`config.mk`:
```
export PLATFORM = sky130hd
export DESIGN_NAME = tw_shift_unit
export DESIGN_NICKNAME = d
export VERILOG_FILES = /design/src/rtl/tws_pkg.sv /design/src/rtl/tws_sync.sv /design/src/rtl/tws_clk.sv /design/src/rtl/tws_shifter.sv /design/src/rtl/tws_addr_cmp.sv /design/src/rtl/tw_shift_unit.sv
export SDC_FILE = /design/constraint.sdc
export NUM_CORES = 1
export LEC_CHECK = 0
export ABC_AREA = 1
export CAP_MARGIN = 20
export CELL_PAD_IN_SITES_DETAIL_PLACEMENT = 2
export CELL_PAD_IN_SITES_GLOBAL_PLACEMENT = 2
export CORE_MARGIN = 2
export CORE_UTILIZATION = 33
export CTS_BUF_LIST = sky130_fd_sc_hd__clkbuf_4 sky130_fd_sc_hd__clkbuf_8 sky130_fd_sc_hd__clkbuf_16
export CTS_CLUSTER_DIAMETER = 200
export DETAILED_ROUTE_END_ITERATION = 16
export PLACE_DENSITY_LB_ADDON = 0.1
export SLEW_MARGIN = 20
export SYNTH_ARGS = -nofsm -noshare
export SYNTH_HDL_FRONTEND = slang
export SYNTH_SLANG_ARGS = --single-unit
```
`constraint.sdc`:
```
create_clock -name clk -period 2.2 [get_ports clk]
set_clock_uncertainty 0.2 [all_clocks]
set_input_delay 0.22 -clock clk [delete_from_list [all_inputs] [get_ports clk]]
set_output_delay 0.22 -clock clk [all_outputs]
set_load 0.03 [all_outputs]
```
`src/rtl/tws_pkg.sv`:
```
package tws_pkg;
  typedef enum logic [1:0] {
    SEL_DATA = 2'd0,
    SEL_ADDR = 2'd1,
    SEL_MODE = 2'd2,
    SEL_NONE = 2'd3
  } tws_sel_e;

  localparam int MODE_MASTER_BIT = 0;
  localparam int MODE_MATCH_BIT  = 1;
  localparam int MODE_DONE_BIT   = 2;
  localparam int MODE_DIV_LSB    = 4;
endpackage

```
`src/rtl/tws_sync.sv`:
```
module tws_sync #(
  parameter int   STAGES    = 2,
  parameter logic RESET_VAL = 1'b1
) (
  input  logic clk,
  input  logic rst_n,
  input  logic d,
  output logic q
);
  logic [STAGES-1:0] chain;

  always_ff @(posedge clk or negedge rst_n) begin
    if (!rst_n) chain <= {STAGES{RESET_VAL}};
    else        chain <= {chain[STAGES-2:0], d};
  end

  assign q = chain[STAGES-1];
endmodule

```
`src/rtl/tws_clk.sv`:
```
module tws_clk #(
  parameter int DIV_W       = 4,
  parameter int MIN_HALF    = 3,
  parameter int SYNC_STAGES = 2
) (
  input  logic             clk,
  input  logic             rst_n,
  input  logic             cfg_we,
  input  logic             cfg_master,
  input  logic [DIV_W-1:0] cfg_div,
  input  logic             busy,
  input  logic             sck_i,
  output logic             master,
  output logic [DIV_W-1:0] div,
  output logic             sck_o,
  output logic             fall_ev,
  output logic             rise_ev
);
  localparam int HALF_W = DIV_W + 2;

  logic [HALF_W-1:0] half_cnt;
  logic [HALF_W-1:0] half_lim;
  logic              run;
  logic              sck_q;
  logic              m_fall, m_rise;
  logic              sck_s, sck_prev;
  logic              s_fall, s_rise;

  // configuration is only taken while idle (gated by the top)
  always_ff @(posedge clk or negedge rst_n) begin
    if (!rst_n) begin
      master <= 1'b0;
      div    <= '0;
    end else if (cfg_we) begin
      master <= cfg_master;
      div    <= cfg_div;
    end
  end

  assign half_lim = HALF_W'(div) + HALF_W'(MIN_HALF - 1);
  assign run      = busy & master;

  // master: divider toggles the bus clock, events are registered strobes
  always_ff @(posedge clk or negedge rst_n) begin
    if (!rst_n) begin
      half_cnt <= '0;
      sck_q    <= 1'b1;
      m_fall   <= 1'b0;
      m_rise   <= 1'b0;
    end else begin
      m_fall <= 1'b0;
      m_rise <= 1'b0;
      if (!run) begin
        half_cnt <= '0;
        sck_q    <= 1'b1;
      end else if (half_cnt == half_lim) begin
        half_cnt <= '0;
        sck_q    <= ~sck_q;
        m_fall   <= sck_q;
        m_rise   <= ~sck_q;
      end else begin
        half_cnt <= half_cnt + 1'b1;
      end
    end
  end

  // slave: synchronised external clock, edge detect
  tws_sync #(.STAGES(SYNC_STAGES), .RESET_VAL(1'b1)) u_sck_sync (
    .clk(clk), .rst_n(rst_n), .d(sck_i), .q(sck_s)
  );

  always_ff @(posedge clk or negedge rst_n) begin
    if (!rst_n) sck_prev <= 1'b1;
    else        sck_prev <= sck_s;
  end

  assign s_fall = sck_prev & ~sck_s;
  assign s_rise = ~sck_prev & sck_s;

  assign fall_ev = master ? m_fall : s_fall;
  assign rise_ev = master ? m_rise : s_rise;
  assign sck_o   = sck_q;

  AST_SCK_IDLE_HIGH: assert property (@(posedge clk) disable iff (!rst_n)
    !busy |-> sck_o);
  AST_EDGE_EXCLUSIVE: assert property (@(posedge clk) disable iff (!rst_n)
    !(fall_ev && rise_ev));
  AST_MODE_FROZEN: assert property (@(posedge clk) disable iff (!rst_n)
    busy |=> $stable(master) && $stable(div));
endmodule

```
`src/rtl/tws_shifter.sv`:
```
module tws_shifter #(
  parameter int DATA_W      = 8,
  parameter int SYNC_STAGES = 2
) (
  input  logic              clk,
  input  logic              rst_n,
  input  logic              start,
  input  logic [DATA_W-1:0] wdata,
  input  logic              fall_ev,
  input  logic              rise_ev,
  input  logic              sda_i,
  output logic [DATA_W-1:0] sreg,
  output logic              out_bit,
  output logic              busy,
  output logic              done,
  output logic              fin,
  output logic [DATA_W-1:0] fin_val
);
  localparam int              CNT_W = $clog2(DATA_W);
  localparam logic [CNT_W-1:0] LAST = CNT_W'(DATA_W - 1);

  logic [CNT_W-1:0] bitcnt;
  logic             sda_s;

  tws_sync #(.STAGES(SYNC_STAGES), .RESET_VAL(1'b1)) u_sda_sync (
    .clk(clk), .rst_n(rst_n), .d(sda_i), .q(sda_s)
  );

  assign fin_val = {sreg[DATA_W-2:0], sda_s};
  assign fin     = busy && rise_ev && (bitcnt == LAST);

  always_ff @(posedge clk or negedge rst_n) begin
    if (!rst_n) begin
      sreg    <= '1;
      out_bit <= 1'b1;
      busy    <= 1'b0;
      done    <= 1'b0;
      bitcnt  <= '0;
    end else if (start) begin
      sreg    <= wdata;
      out_bit <= wdata[DATA_W-1];
      busy    <= 1'b1;
      done    <= 1'b0;
      bitcnt  <= '0;
    end else if (busy && fall_ev) begin
      out_bit <= sreg[DATA_W-1];
    end else if (busy && rise_ev) begin
      sreg <= fin_val;
      if (bitcnt == LAST) begin
        busy   <= 1'b0;
        done   <= 1'b1;
        bitcnt <= '0;
      end else begin
        bitcnt <= bitcnt + 1'b1;
      end
    end
  end

  AST_BUSY_WRITE_IGNORED: assert property (@(posedge clk) disable iff (!rst_n)
    (busy && !rise_ev) |=> $stable(sreg));
  AST_OUT_ON_FALL_ONLY: assert property (@(posedge clk) disable iff (!rst_n)
    (!start && !(busy && fall_ev)) |=> $stable(out_bit));
  AST_DONE_WHEN_IDLE: assert property (@(posedge clk) disable iff (!rst_n)
    done |-> !busy);
  AST_COUNT_RESTS: assert property (@(posedge clk) disable iff (!rst_n)
    !busy |-> (bitcnt == '0));
  AST_DONE_AFTER_FIN: assert property (@(posedge clk) disable iff (!rst_n)
    fin |=> done);
endmodule

```
`src/rtl/tws_addr_cmp.sv`:
```
module tws_addr_cmp #(
  parameter int DATA_W = 8
) (
  input  logic              clk,
  input  logic              rst_n,
  input  logic              addr_we,
  input  logic [DATA_W-1:0] wdata,
  input  logic              clr,
  input  logic              upd,
  input  logic [DATA_W-1:0] val,
  output logic [DATA_W-1:0] addr,
  output logic              match
);
  always_ff @(posedge clk or negedge rst_n) begin
    if (!rst_n)       addr <= '0;
    else if (addr_we) addr <= wdata;
  end

  always_ff @(posedge clk or negedge rst_n) begin
    if (!rst_n)    match <= 1'b0;
    else if (clr)  match <= 1'b0;
    else if (upd)  match <= (val == addr);
  end

  AST_MATCH_CLEARS: assert property (@(posedge clk) disable iff (!rst_n)
    clr |=> !match);
  AST_MATCH_HOLDS: assert property (@(posedge clk) disable iff (!rst_n)
    (!clr && !upd) |=> $stable(match));
endmodule

```
`src/rtl/tw_shift_unit.sv`:
```
module tw_shift_unit #(
  parameter int DATA_W      = 8,
  parameter int DIV_W       = 4,
  parameter int MIN_HALF    = 3,
  parameter int SYNC_STAGES = 2
) (
  input  logic              clk,
  input  logic              rst_n,
  input  logic              host_we,
  input  logic [1:0]        host_sel,
  input  logic [DATA_W-1:0] host_wdata,
  output logic [DATA_W-1:0] host_rdata,
  input  logic              sck_i,
  output logic              sck_o,
  output logic              sck_oe,
  input  logic              sda_i,
  output logic              sda_pull,
  output logic              done
);
  import tws_pkg::*;

  tws_sel_e          sel;
  logic              busy, start, mode_we, addr_we;
  logic              master, match, out_bit, fin;
  logic              fall_ev, rise_ev;
  logic [DIV_W-1:0]  div;
  logic [DATA_W-1:0] sreg, addr, fin_val;
  logic              unused_wbits;

  assign sel     = tws_sel_e'(host_sel);
  assign start   = host_we && (sel == SEL_DATA) && !busy;
  assign mode_we = host_we && (sel == SEL_MODE) && !busy;
  assign addr_we = host_we && (sel == SEL_ADDR);
  assign unused_wbits = ^host_wdata;

  tws_clk #(.DIV_W(DIV_W), .MIN_HALF(MIN_HALF), .SYNC_STAGES(SYNC_STAGES)) u_clk (
    .clk(clk), .rst_n(rst_n),
    .cfg_we(mode_we),
    .cfg_master(host_wdata[MODE_MASTER_BIT]),
    .cfg_div(host_wdata[MODE_DIV_LSB +: DIV_W]),
    .busy(busy), .sck_i(sck_i),
    .master(master), .div(div), .sck_o(sck_o),
    .fall_ev(fall_ev), .rise_ev(rise_ev)
  );

  tws_shifter #(.DATA_W(DATA_W), .SYNC_STAGES(SYNC_STAGES)) u_shift (
    .clk(clk), .rst_n(rst_n),
    .start(start), .wdata(host_wdata),
    .fall_ev(fall_ev), .rise_ev(rise_ev), .sda_i(sda_i),
    .sreg(sreg), .out_bit(out_bit), .busy(busy), .done(done),
    .fin(fin), .fin_val(fin_val)
  );

  tws_addr_cmp #(.DATA_W(DATA_W)) u_cmp (
    .clk(clk), .rst_n(rst_n),
    .addr_we(addr_we), .wdata(host_wdata),
    .clr(start), .upd(fin), .val(fin_val),
    .addr(addr), .match(match)
  );

  assign sda_pull = ~out_bit;
  assign sck_oe   = master;

  always_comb begin
    host_rdata = '0;
    case (sel)
      SEL_DATA: host_rdata = sreg;
      SEL_ADDR: host_rdata = addr;
      SEL_MODE: begin
        host_rdata[MODE_MASTER_BIT]         = master;
        host_rdata[MODE_MATCH_BIT]          = match;
        host_rdata[MODE_DONE_BIT]           = done;
        host_rdata[MODE_DIV_LSB +: DIV_W]   = div;
      end
      default:  host_rdata = '0;
    endcase
  end

  AST_START_CLEARS_DONE: assert property (@(posedge clk) disable iff (!rst_n)
    start |=> !done && busy);
  AST_CLOCK_HIGH_AT_END: assert property (@(posedge clk) disable iff (!rst_n)
    $rose(done) |-> sck_o || !master);
endmodule

```
Yosys cells after proc, flatten, opt, wreduce, memory -nomap -nowiden
Index checks and enable logic that the tools add are counted.

storage, ports and cells
  flip-flop bits (word level) = 42
  output and inout port bits = 12
  word-level logic and storage cells = 81

operators by class
  $add $sub $neg = 3
  equality and inequality tests = 7
  multiplexer cells = 32
  bitwise logic cells = 7
  reduce and logical (&&, ||, !) cells = 16

operators with widths
  operator             number
  $mux 8               3
  $mux 1               20
  $mux 3               4
  $mux 6               2
  $pmux 4 s3           1
  $pmux 3 s3           1
  $eq 8x8->1           1
  $logic_and 1x1->1    8
  $reduce_bool 2->1    4
  $add 6x1->6 const B  1
  $eq 6x6->1           1
  $add 4x2->5 const B  1
  $ne 2x2->1 const B   2
  $not 1->1            4
  $add 3x1->3 const B  1
  $and 1x1->1          3
  $eq 3x3->1 const B   1
  $reduce_and 3->1     1
  $eq 2x1->1 const B   1
  $eq 2x2->1 const B   1
  $logic_not 2->1      1
  $pmux 1 s2           1
  $reduce_and 2->1     1
  $logic_not 1->1      1

Longest topological paths before layout
Gate-level depths: netlist of the first run.

  depth after elaboration = 7
  depth in mapped cells = 10

Hierarchy
Synthesis of the first run repeated with hierarchy kept, for this count alone.

second synthesis, totals
  cells, all modules = 288
  area total of the unflattened synthesis = 2388.5 µm²

modules (own cells, without submodules)
  module         times used  cells an instance  area an instance (µm²)  seq. area each (µm²)
  tws_shifter    1           104                858.3                   361.6
  tws_clk        1           88                 745.7                   377.9
  tws_addr_cmp   1           50                 457.9                   225.2
  tw_shift_unit  1           42                 221.5                   0.0
  tws_sync       2           2                  52.6                    52.6

Worst setup path after synthesis of the first run
Ideal clock, no wire load.

  kind = register to output
  start point = reg u_shift.sreg[3]
  end point = out host_rdata[3]
  arrival = 1.264 ns
  required time = 1.780 ns
  setup slack = 0.516 ns
  cell stages (with the launch flop) = 3
  cells stage by stage = dfstp_2 inv_1 o21ai_0

between the ends
  longest elaborated chain between the ends = 1

RTL lines
  element                 line                 source
  start, declared         tws_shifter.sv:12    output logic [DATA_W-1:0] sreg,
  start signal, assigned  tws_shifter.sv:40    sreg <= wdata;
  start signal, assigned  tws_shifter.sv:48    sreg <= fin_val;
  $pmux 1 s2              tw_shift_unit.sv:66  case (sel)
  end, declared           tw_shift_unit.sv:12  output logic [DATA_W-1:0] host_rdata,

No other way between the ends.

Final worst setup path of the first run
  start point = in host_sel[0]
  end point = out host_rdata[2]

between the ends
  longest elaborated chain between the ends = 2

RTL lines
  element                             line                 source
  start, declared                     tw_shift_unit.sv:10  input logic [1:0] host_sel,
  $eq 2x2->1 (tied with other cells)  tw_shift_unit.sv:66
  $pmux 3 s3 *                        tw_shift_unit.sv:66

Every way passes the cells marked *; elsewhere a longest branch is shown, timed or not.

==> results.py, run 1 <==
metrics = {
    "timing": {
        "maxSlewViolCount": 0,
        "post-route-period-util_pct": 92.66,
        "setup_viol": 0,
        "fin_ws_ps": 161.5,
        "maxSlewHeadroom_pct": 62.69,
        "worstMarginPinSlew_ps": 559.7,
        "grt_setup_unrepaired": "false",
        "finalHoldViolCount": 0,
        "min_period_ps": 2039,
        "setup-tns-final_ps": 0,
        "fmax_mhz": 490.5,
    },
    "place": {
        "place_area_mm2": 0.002589,
        "dpl.hpwl_mm": 4.786,
        "io_buffers": 26,
        "post-place-cells": 384,
        "place_congestion": 0.7753,
        "dpl_worst_slack_ps": 177.3,
    },
    "route": {
        "finalWirelength_mm": 6.037,
        "firstDrtPassIters": 4,
        "vias_per_cell": 4.781,
        "vias": 1879,
        "detail-route-antenna-nets": 0,
        "routedWlPerCell_um": 15.36,
        "drt_iter0_markers": 48,
        "drc": 0,
    },
    "synth": {
        "ys_ff_latch": 42,
        "seq_area_frac_synth_pct": 47.55,
        "synth-warning-count": 0,
        "avgSynthCellArea_um2": 8.092,
        "synth_area_mm2": 0.002250,
        "syn_inst": 278,
        "syn_nets": 297,
        "synth.distinct_cells": 26,
    },
    "grt": {
        "antenna_found_initial": 0,
        "globalRouteOverflowTotal": 0,
        "grtUsageTotal_pct": 18.16,
        "grt_max_degree": 23,
        "grt_pass1_vias": 2123,
        "grt_pass1_wl_mm": 10.43,
    },
    "floorplanning": {
        "die_w_um": 86.57,
        "boundaryPins": 27,
        "coreArea_mm2": 0.006681,
        "fp-row-count": 30,
        "die_h_um": 86.57,
        "initial_core_util_pct": 33.67,
        "die_area_mm2": 0.007494,
    },
    "clock_network": {
        "postCtsSetupRepairBufs": 0,
        "cts.htree.levels": 2,
        "cts.sinks": 42,
        "cts_inserted_buffers": 5,
        "clock_path_buffers": 2,
        "clock_latency_ps": 290,
        "clock-root-buffer": "clkbuf_8",
        "cts_tree": "yes",
        "cts.clk_slew.worst_paths_ps": 80,
    },
    "layout": {
        "fillers": 784,
        "final_common_cell": "nand2_1",
        "multi_input_area_um2": 979.7,
        "drive_gt1_share_pct": 19.81,
        "n_antenna_cell": 0,
        "register_area_mm2": 0.001070,
        "final_util_pct": 40.19,
        "areaGrowthSynthToFinish_pct": 19.36,
        "final_nets": 331,
        "final_cell_count_no_fill": 393,
        "layout_common_cells": "nand2_1 (88), inv_1 (38), dfrtp_1 (27), nor2_1 (20), clkdlybuf4s50_1 (17)",
        "stdcell_area_mm2": 0.002685,
    },
    "power_and_ir_drop": {
        "pwr_density_cell_mw_per_mm2": 1164,
        "peakVddDrop_uv": 403.7,
        "p_leak_uw": 0.001316,
    },
    "worst_setup_path": {
        "crit_type": "in -> out",
        "crit_required_ps": 1780,
        "endpoint_kind": "output pin",
        "crit_fanout": 6,
        "worst_setup_path_start_kind": "input pin",
        "arrival_ps": 1620,
    },
    "job": {
        "drv_cap": 0,
    },
    "run_status": {
        "outcome": "completed",
    },
    "min_path": {
        "hold_path_class": "in -> reg",
    },
}
-- critical path: stages --
cell	delay (ps)
clkdlybuf4s50_1	540
inv_1	110
nor2_4	160
inv_1	120
o221ai_1	250
buf_4	220
-- repair_timing --
item                      4_1_cts  5_1_grt
gates resized for setup         0        0
hold endpoints to repair       13        0
hold buffers                    1        0
-- stage by stage --
stage	hold WS, ps	power [uW]
floorplan	-275.6	2212
global placement	37.43	2626
detailed placement	43.32	2682
CTS	128.8	3200
global route	118.1	3423
finish	136.5	3125
-- sequential cells by signal, summed over array words and instances (netlist names) --
name and flops:
u_clk.div 4, u_clk.half_cnt 6, u_clk.m_fall 1, u_clk.m_rise 1, u_clk.master 1, u_clk.sck_o 1
u_clk.sck_prev 1, u_clk.u_sck_sync.chain 2, u_cmp.addr 8, u_cmp.match 1, u_shift.bitcnt 3, u_shift.busy 1
u_shift.done 1, u_shift.out_bit 1, u_shift.sreg 8, u_shift.u_sda_sync.chain 2
-- final cells by class --
| class | instances | area share [%] |
|---|---|---|
| sequential | 42 | 39.84 |
| multi-input combinational | 190 | 36.49 |
| timing repair buffer | 32 | 11.00 |
| inverter | 41 | 5.732 |
| tap | 80 | 3.728 |
| clock buffer | 6 | 2.842 |
| clock inverter | 2 | 0.3728 |
-- cells in the mapped netlist, drive strengths merged --
cell	count	area, um2
nand2	94	372.9
inv	41	153.9
o21ai	34	207.7
dfrtp	27	675.7
nor2	24	115.1
dfstp	15	394.1
nand3	14	70.07
buf	5	46.29
o211ai	5	42.54
ha	4	50.05
o221ai	4	35.03
xor2	4	35.03
nand4	3	18.77
xnor2	2	17.52
a21oi	1	5.000
nor3	1	10.01
-- per-layer routing --
layer / routed length, um / part of all wire (%) / vias to the layer above / GRT usage (%)
met4: 42 / 0.70 / 0 / 3.977
met1: 2856 / 47 / 916 / 23.80
met3: 108 / 1.8 / 4 / 3.143
met2: 3029 / 50 / 17 / 31.40
li1: - / - / 942 / -
met5: 0 / 0 / - / 0
-- worst paths after layout --
check | endpoint | slack, ps | cells after the start | startpoint
worst max-delay path | host_rdata[2] | 160 | 6 | host_sel[0]
worst min-delay path | u_clk.u_sck_sync.chain[0] | 140 | 1 | sck_i
worst max register to register | u_clk.sck_o | 440 | 9 | u_clk.div[2]
worst min register to register | u_clk.u_sck_sync.chain[1] | 160 | 0 | u_clk.u_sck_sync.chain[0]
max in group asynchronous | u_shift.sreg[7] | 960 | 3 | rst_n
min in group asynchronous | u_cmp.addr[7] | 260 | 2 | rst_n
-- cell families (layout without fill, tap and decap cells) --
family                     count (synthesis)  in the layout  share of synthesized area (%)
buffers and inverters                     46             81                          8.899
xor gates and xnor gates                   6              6                          2.336
DFF                                       42             42                          47.55
adders and majority gates                  4              4                          2.225
and+or+nand+nor                          136            136                          26.08
AOI/OAI and AO/OA                         44             44                          12.90
-- report_power, final --
group	switching (uW)	internal [uW]	total (uW)
logic	825	522	1350
registers	232	1050	1280
clock network	263	233	496
total	1320	1810	3130
No activity file was read; power rests on OpenSTA's default activity.
==> run 2: changes to the inputs <==
--- a/config.mk
+++ b/config.mk
@@ -9,11 +9,11 @@
 export CAP_MARGIN = 20
 export CELL_PAD_IN_SITES_DETAIL_PLACEMENT = 2
 export CELL_PAD_IN_SITES_GLOBAL_PLACEMENT = 2
-export CORE_MARGIN = 2
 export CORE_UTILIZATION = 33
 export CTS_BUF_LIST = sky130_fd_sc_hd__clkbuf_4 sky130_fd_sc_hd__clkbuf_8 sky130_fd_sc_hd__clkbuf_16
 export CTS_CLUSTER_DIAMETER = 200
 export DETAILED_ROUTE_END_ITERATION = 16
+export MAX_ROUTING_LAYER = met4
 export PLACE_DENSITY_LB_ADDON = 0.1
 export SLEW_MARGIN = 20
 export SYNTH_ARGS = -nofsm -noshare
==> results.py, run 2 (synthesis results as in run 1) <==
metrics = {
    "run_status": {
        "outcome": "finished, violations left",
        "violations": "design-rule violations",
    },
    "place": {
        "io_buffers": 26,
        "post-place-cells": 379,
        "dpl.hpwl_mm": 4.792,
        "place_congestion": 0.7872,
        "dpl_worst_slack_ps": 130.1,
    },
    "clock_network": {
        "postCtsSetupRepairBufs": 0,
        "cts_inserted_buffers": 5,
        "clock_latency_ps": 300,
        "cts_tree": "yes",
        "clock-root-buffer": "clkbuf_8",
        "cts.clk_slew.worst_paths_ps": 90,
        "clock_path_buffers": 2,
        "cts.sinks": 42,
        "cts.htree.levels": 2,
    },
    "grt": {
        "grt_max_degree": 23,
        "globalRouteOverflowTotal": 0,
        "antenna_found_initial": 0,
        "grt_pass1_wl_mm": 10.66,
        "grt_pass1_vias": 2081,
        "grtUsageTotal_pct": 20.02,
    },
    "worst_setup_path": {
        "crit_type": "in -> out",
        "crit_fanout": 6,
        "crit_required_ps": 1780,
        "endpoint_kind": "output pin",
        "arrival_ps": 1590,
        "worst_setup_path_start_kind": "input pin",
        "reg2reg_depth": 6,
    },
    "route": {
        "finalWirelength_mm": 6.094,
        "detail-route-antenna-nets": 0,
        "drt_iter0_markers": 52,
        "vias_per_cell": 4.915,
        "drc": 2,
        "vias": 1907,
        "routedWlPerCell_um": 15.71,
        "firstDrtPassIters": 10,
    },
    "power_and_ir_drop": {
        "finalPower_uw": 3253,
        "peakVddDrop_uv": 399.1,
        "p_leak_uw": 0.001313,
        "pwr_density_cell_mw_per_mm2": 1208,
    },
    "min_path": {
        "hold_depth": 1,
        "hold_path_class": "in -> reg",
    },
    "layout": {
        "final_cell_count_no_fill": 388,
        "final_nets": 329,
        "n_antenna_cell": 0,
        "areaGrowthSynthToFinish_pct": 19.74,
        "drive_gt1_share_pct": 19.29,
        "final_common_cell": "nand2_1",
        "reg_top3": "u_cmp.addr: 8 flops, u_shift.sreg: 8 flops, u_clk.half_cnt: 6 flops",
        "layout_common_cells": "nand2_1 (88), inv_1 (38), dfrtp_1 (27), nor2_1 (20), clkdlybuf4s50_1 (17)",
        "final_util_pct": 41.71,
    },
    "timing": {
        "worstMarginPinSlew_ps": 530.9,
        "maxSlewHeadroom_pct": 64.60,
        "setup-tns-final_ps": 0,
        "fin_ws_ps": 189.6,
        "post-route-period-util_pct": 91.38,
        "min_period_ps": 2010,
        "grt_setup_unrepaired": "false",
        "finalHoldViolCount": 0,
        "maxSlewViolCount": 0,
        "fmax_mhz": 497.4,
        "setup_viol": 0,
    },
    "floorplanning": {
        "die_w_um": 84.57,
        "initial_core_util_pct": 34.83,
        "boundaryPins": 27,
        "die_h_um": 84.57,
        "coreArea_mm2": 0.006459,
        "fp-row-count": 29,
        "die_area_mm2": 0.007151,
    },
    "job": {
        "drv_cap": 0,
    },
}
run 2: changes by cell type in the layout (fill, tap and decap cells not counted):
cell	change
clkinv_2	-2
clkinvlp_4	+1
buf_4	-2
bufinv_16	+1
run 2: worst max-delay path, stage by stage:
cell             delay (ps)
clkdlybuf4s50_1         520
inv_1                   100
nor2_4                  180
inv_1                   130
o211ai_1                230
buf_4                   210
run 2: worst paths after layout:
check	start	to	slack, ps
max in group asynchronous	rst_n	u_clk.sck_o	980
min	sda_i	u_shift.u_sda_sync.chain[0]	120
max	host_sel[0]	host_rdata[5]	190
min reg2reg	u_clk.u_sck_sync.chain[0]	u_clk.u_sck_sync.chain[1]	160
min in group asynchronous	rst_n	u_cmp.addr[1]	230
max reg2reg	u_clk.sck_prev	u_shift.bitcnt[1]	340
run 2: metrics by stage:
step                      area [um2]  hold slack (ps)
final                           2694            115.5
after global routing            2694            109.7
after CTS                       2694            106.1
after detailed placement        2570            33.08
after global placement          2570            32.54
after floorplan                 2250           -275.6
run 2: cell type report:
cell class              instances  area, um2
clock buffers                   6      76.32
well taps                      77      96.34
flip-flops and latches         42       1070
inverters                      41      153.9
clock inverters                 2      37.54
multi-input cells             190      979.7
fillers                       757       3765
repair buffers                 30      280.3
run 2: report_power, final:
group          total, uW  internal (uW)  switching, uW
Combinational       1340            500            838
Sequential          1280           1050            232
Clock                633            351            282
run 2: per-layer routing:
| metal | track usage (%) | vias to the layer above | part of all wire (%) |
|---|---|---|---|
| met4 | 5.085 | 0 | 1.1 |
| li1 | - | 939 | - |
| met5 | - | - | 0 |
| met1 | 26.79 | 932 | 49 |
| met2 | 31.71 | 30 | 47 |
| met3 | 3.245 | 6 | 3.0 |
run 2: timing repair:
item,4_1_cts,5_1_grt
setup endpoints to repair,0,0
hold buffers,1,0
endpoints found under the hold margin,11,0
resized for setup,0,0
==> run 3: changes to the inputs <==
--- a/config.mk
+++ b/config.mk
@@ -18,4 +18,5 @@
 export SLEW_MARGIN = 20
 export SYNTH_ARGS = -nofsm -noshare
 export SYNTH_HDL_FRONTEND = slang
+export SYNTH_HIERARCHICAL = 1
 export SYNTH_SLANG_ARGS = --single-unit
==> results.py, run 3 <==
metrics = {
    "clock_network": {
        "cts_tree": "yes",
        "cts.htree.levels": 2,
        "cts_resized": 0,
        "cts_inserted_buffers": 5,
        "cts.clk_slew.worst_paths_ps": 80,
        "clock-root-buffer": "clkbuf_8",
        "clock_path_buffers": 2,
        "clock_latency_ps": 290,
        "cts.sinks": 42,
    },
    "timing": {
        "fin_ws_ps": 235.1,
        "fmax_mhz": 508.9,
        "maxSlewViolCount": 0,
        "post-route-period-util_pct": 89.31,
        "grt_setup_unrepaired": "false",
        "setup-tns-final_ps": 0,
        "worstMarginPinSlew_ps": 488.8,
        "setup_viol": 0,
        "min_period_ps": 1965,
        "finalHoldViolCount": 0,
        "holdWs_ps": 131.1,
        "maxSlewHeadroom_pct": 67.41,
    },
    "job": {
        "drv_cap": 0,
    },
    "power_and_ir_drop": {
        "finalPower_uw": 2771,
        "pwr_density_cell_mw_per_mm2": 971.1,
        "peakVddDrop_uv": 426.0,
        "p_leak_uw": 0.001357,
    },
    "worst_setup_path": {
        "crit_required_ps": 1780,
        "reg2reg_depth": 7,
        "crit_type": "in -> out",
        "endpoint_kind": "output pin",
        "worstReg2RegStart": "u_clk/sck_prev",
        "rr_endpoint": "u_shift/sreg[0]",
        "crit_fanout": 5,
        "arrival_ps": 1540,
        "timing.reg2reg.setup_slack_ps": 340,
        "worst_setup_path_start_kind": "input pin",
    },
    "floorplanning": {
        "fp-row-count": 30,
        "die_area_mm2": 0.007582,
        "coreArea_mm2": 0.006907,
        "die_w_um": 87.08,
        "die_h_um": 87.08,
        "boundaryPins": 27,
        "initial_core_util_pct": 34.58,
    },
    "route": {
        "vias_per_cell": 4.839,
        "drc": 0,
        "detail-route-antenna-nets": 0,
        "routedWlPerCell_um": 15.99,
        "finalWirelength_mm": 6.666,
        "firstDrtPassIters": 4,
        "vias": 2018,
        "drt_iter0_markers": 85,
    },
    "layout": {
        "reg_top3": "u_cmp/addr: 8 flops, u_shift/sreg: 8 flops, u_clk/half_cnt: 6 flops",
        "final_common_cell": "nand2_1",
        "fillers": 819,
        "final_nets": 339,
        "drive_gt1_share_pct": 24.61,
        "layout_common_cells": "nand2_1 (90), nand3_1 (38), dfrtp_1 (27), inv_1 (24), buf_4 (21)",
        "n_antenna_cell": 0,
        "areaGrowthSynthToFinish_pct": 19.49,
    },
    "synth": {
        "avgSynthCellArea_um2": 8.294,
        "synth-warning-count": 6,
        "synth.distinct_cells": 29,
        "yosys.area.top_type": "dfrtp_1",
        "synthTopCellsByArea": "dfrtp_1 (28%), dfstp_2 (17%), nand2_1 (14%)",
        "syn_inst": 288,
        "yosys-top-cells-count": "nand2_1 (90), nand3_1 (38), dfrtp_1 (27)",
        "ys_ff_latch": 42,
        "synthArstFlopShare_pct": 100.0,
        "syn_nets": 307,
        "synth_top_area_share_pct": 28.29,
        "synth_area_mm2": 0.002389,
        "seq_area_frac_synth_pct": 44.79,
        "synth.most_common_cell": "nand2_1",
        "synth-edff-count": 0,
        "synth_ff_type": "dfrtp_1",
    },
    "run_status": {
        "outcome": "completed",
    },
    "place": {
        "dpl_worst_slack_ps": 103.3,
        "place_congestion": 0.7006,
        "io_buffers": 26,
        "dpl.hpwl_mm": 5.152,
    },
    "min_path": {
        "min_from": "sck_i",
        "hold_depth": 1,
        "hold_path_class": "in -> reg",
        "holdPathEnd": "u_clk/u_sck_sync/chain[0]",
    },
    "grt": {
        "grtUsageTotal_pct": 20.28,
        "grt_max_degree": 25,
        "antenna_found_initial": 0,
        "grt_pass1_wl_mm": 11.14,
        "grt_pass1_vias": 2218,
        "globalRouteOverflowTotal": 0,
    },
}
[run 3: power breakdown]
group	internal [uW]	switching, uW	total, uW
registers	1020	220	1240
logic	398	500	897
clock network	365	269	634
total	1780	988	2770
[run 3: repair_timing]
| item | 4_1_cts | 5_1_grt |
|---|---|---|
| setup buffers | 0 | 0 |
| hold endpoints to repair | 9 | 0 |
| hold buffers | 1 | 0 |
[run 3: metrics by stage]
step	instance area [um2]	util [%]	std cells
finish	2854	41.32	417
global route	2854	41.32	417
CTS	2854	41.32	417
detailed placement	2730	39.53	408
global placement	2730	39.53	408
floorplan	2389	-	288
[run 3: how the worst max path moves through the flow]
stage / from / to / slack (ps) / cells after the start
floorplan: u_clk/master / u_shift/bitcnt[0] / 460 / 6
global placement: host_sel[0] / u_clk/div[1] / 140 / 5
detailed placement: host_sel[0] / u_clk/div[1] / 100 / 5
CTS: host_sel[0] / host_rdata[7] / 210 / 6
global route: host_sel[0] / host_rdata[7] / 150 / 6
finish: host_sel[0] / host_rdata[7] / 240 / 6
[run 3: critical path, cell delays in order]
cell and delay, ps:
clkdlybuf4s50_1 590, nor2_4 240, buf_4 170, nand2_1 70
nand3_1 90, buf_4 160
[run 3: final cells by class]
class	instances	area (um2)	share of cell area, %
clock buffer	7	83.83	2.937
clock inverter	1	30.03	1.052
inverter	29	113.9	3.989
multi-input combinational	201	1074	37.62
sequential	42	1070	37.48
tap	96	120.1	4.209
timing repair buffer	41	362.8	12.71
[run 3: logic make-up (layout without fill, tap and decap cells)]
family / count (synthesis) / count (layout) / share of synthesized area, %
compound gates: 12 / 12 / 2.881
fa+ha+maj: 4 / 4 / 2.095
flops: 42 / 42 / 44.79
mux: 7 / 7 / 3.300
buf+inv: 45 / 78 / 10.27
simple gates: 169 / 169 / 33.37
xor+xnor: 9 / 9 / 3.300
[run 3: routing by layer]
layer / vias to the layer above / GRT usage (%) / routed length [um]
met5: - / - / 0
met4: 0 / 5.152 / 31
met3: 2 / 3.318 / 157
met2: 22 / 34.79 / 3384
met1: 1021 / 24.79 / 3092
li1: 973 / - / -
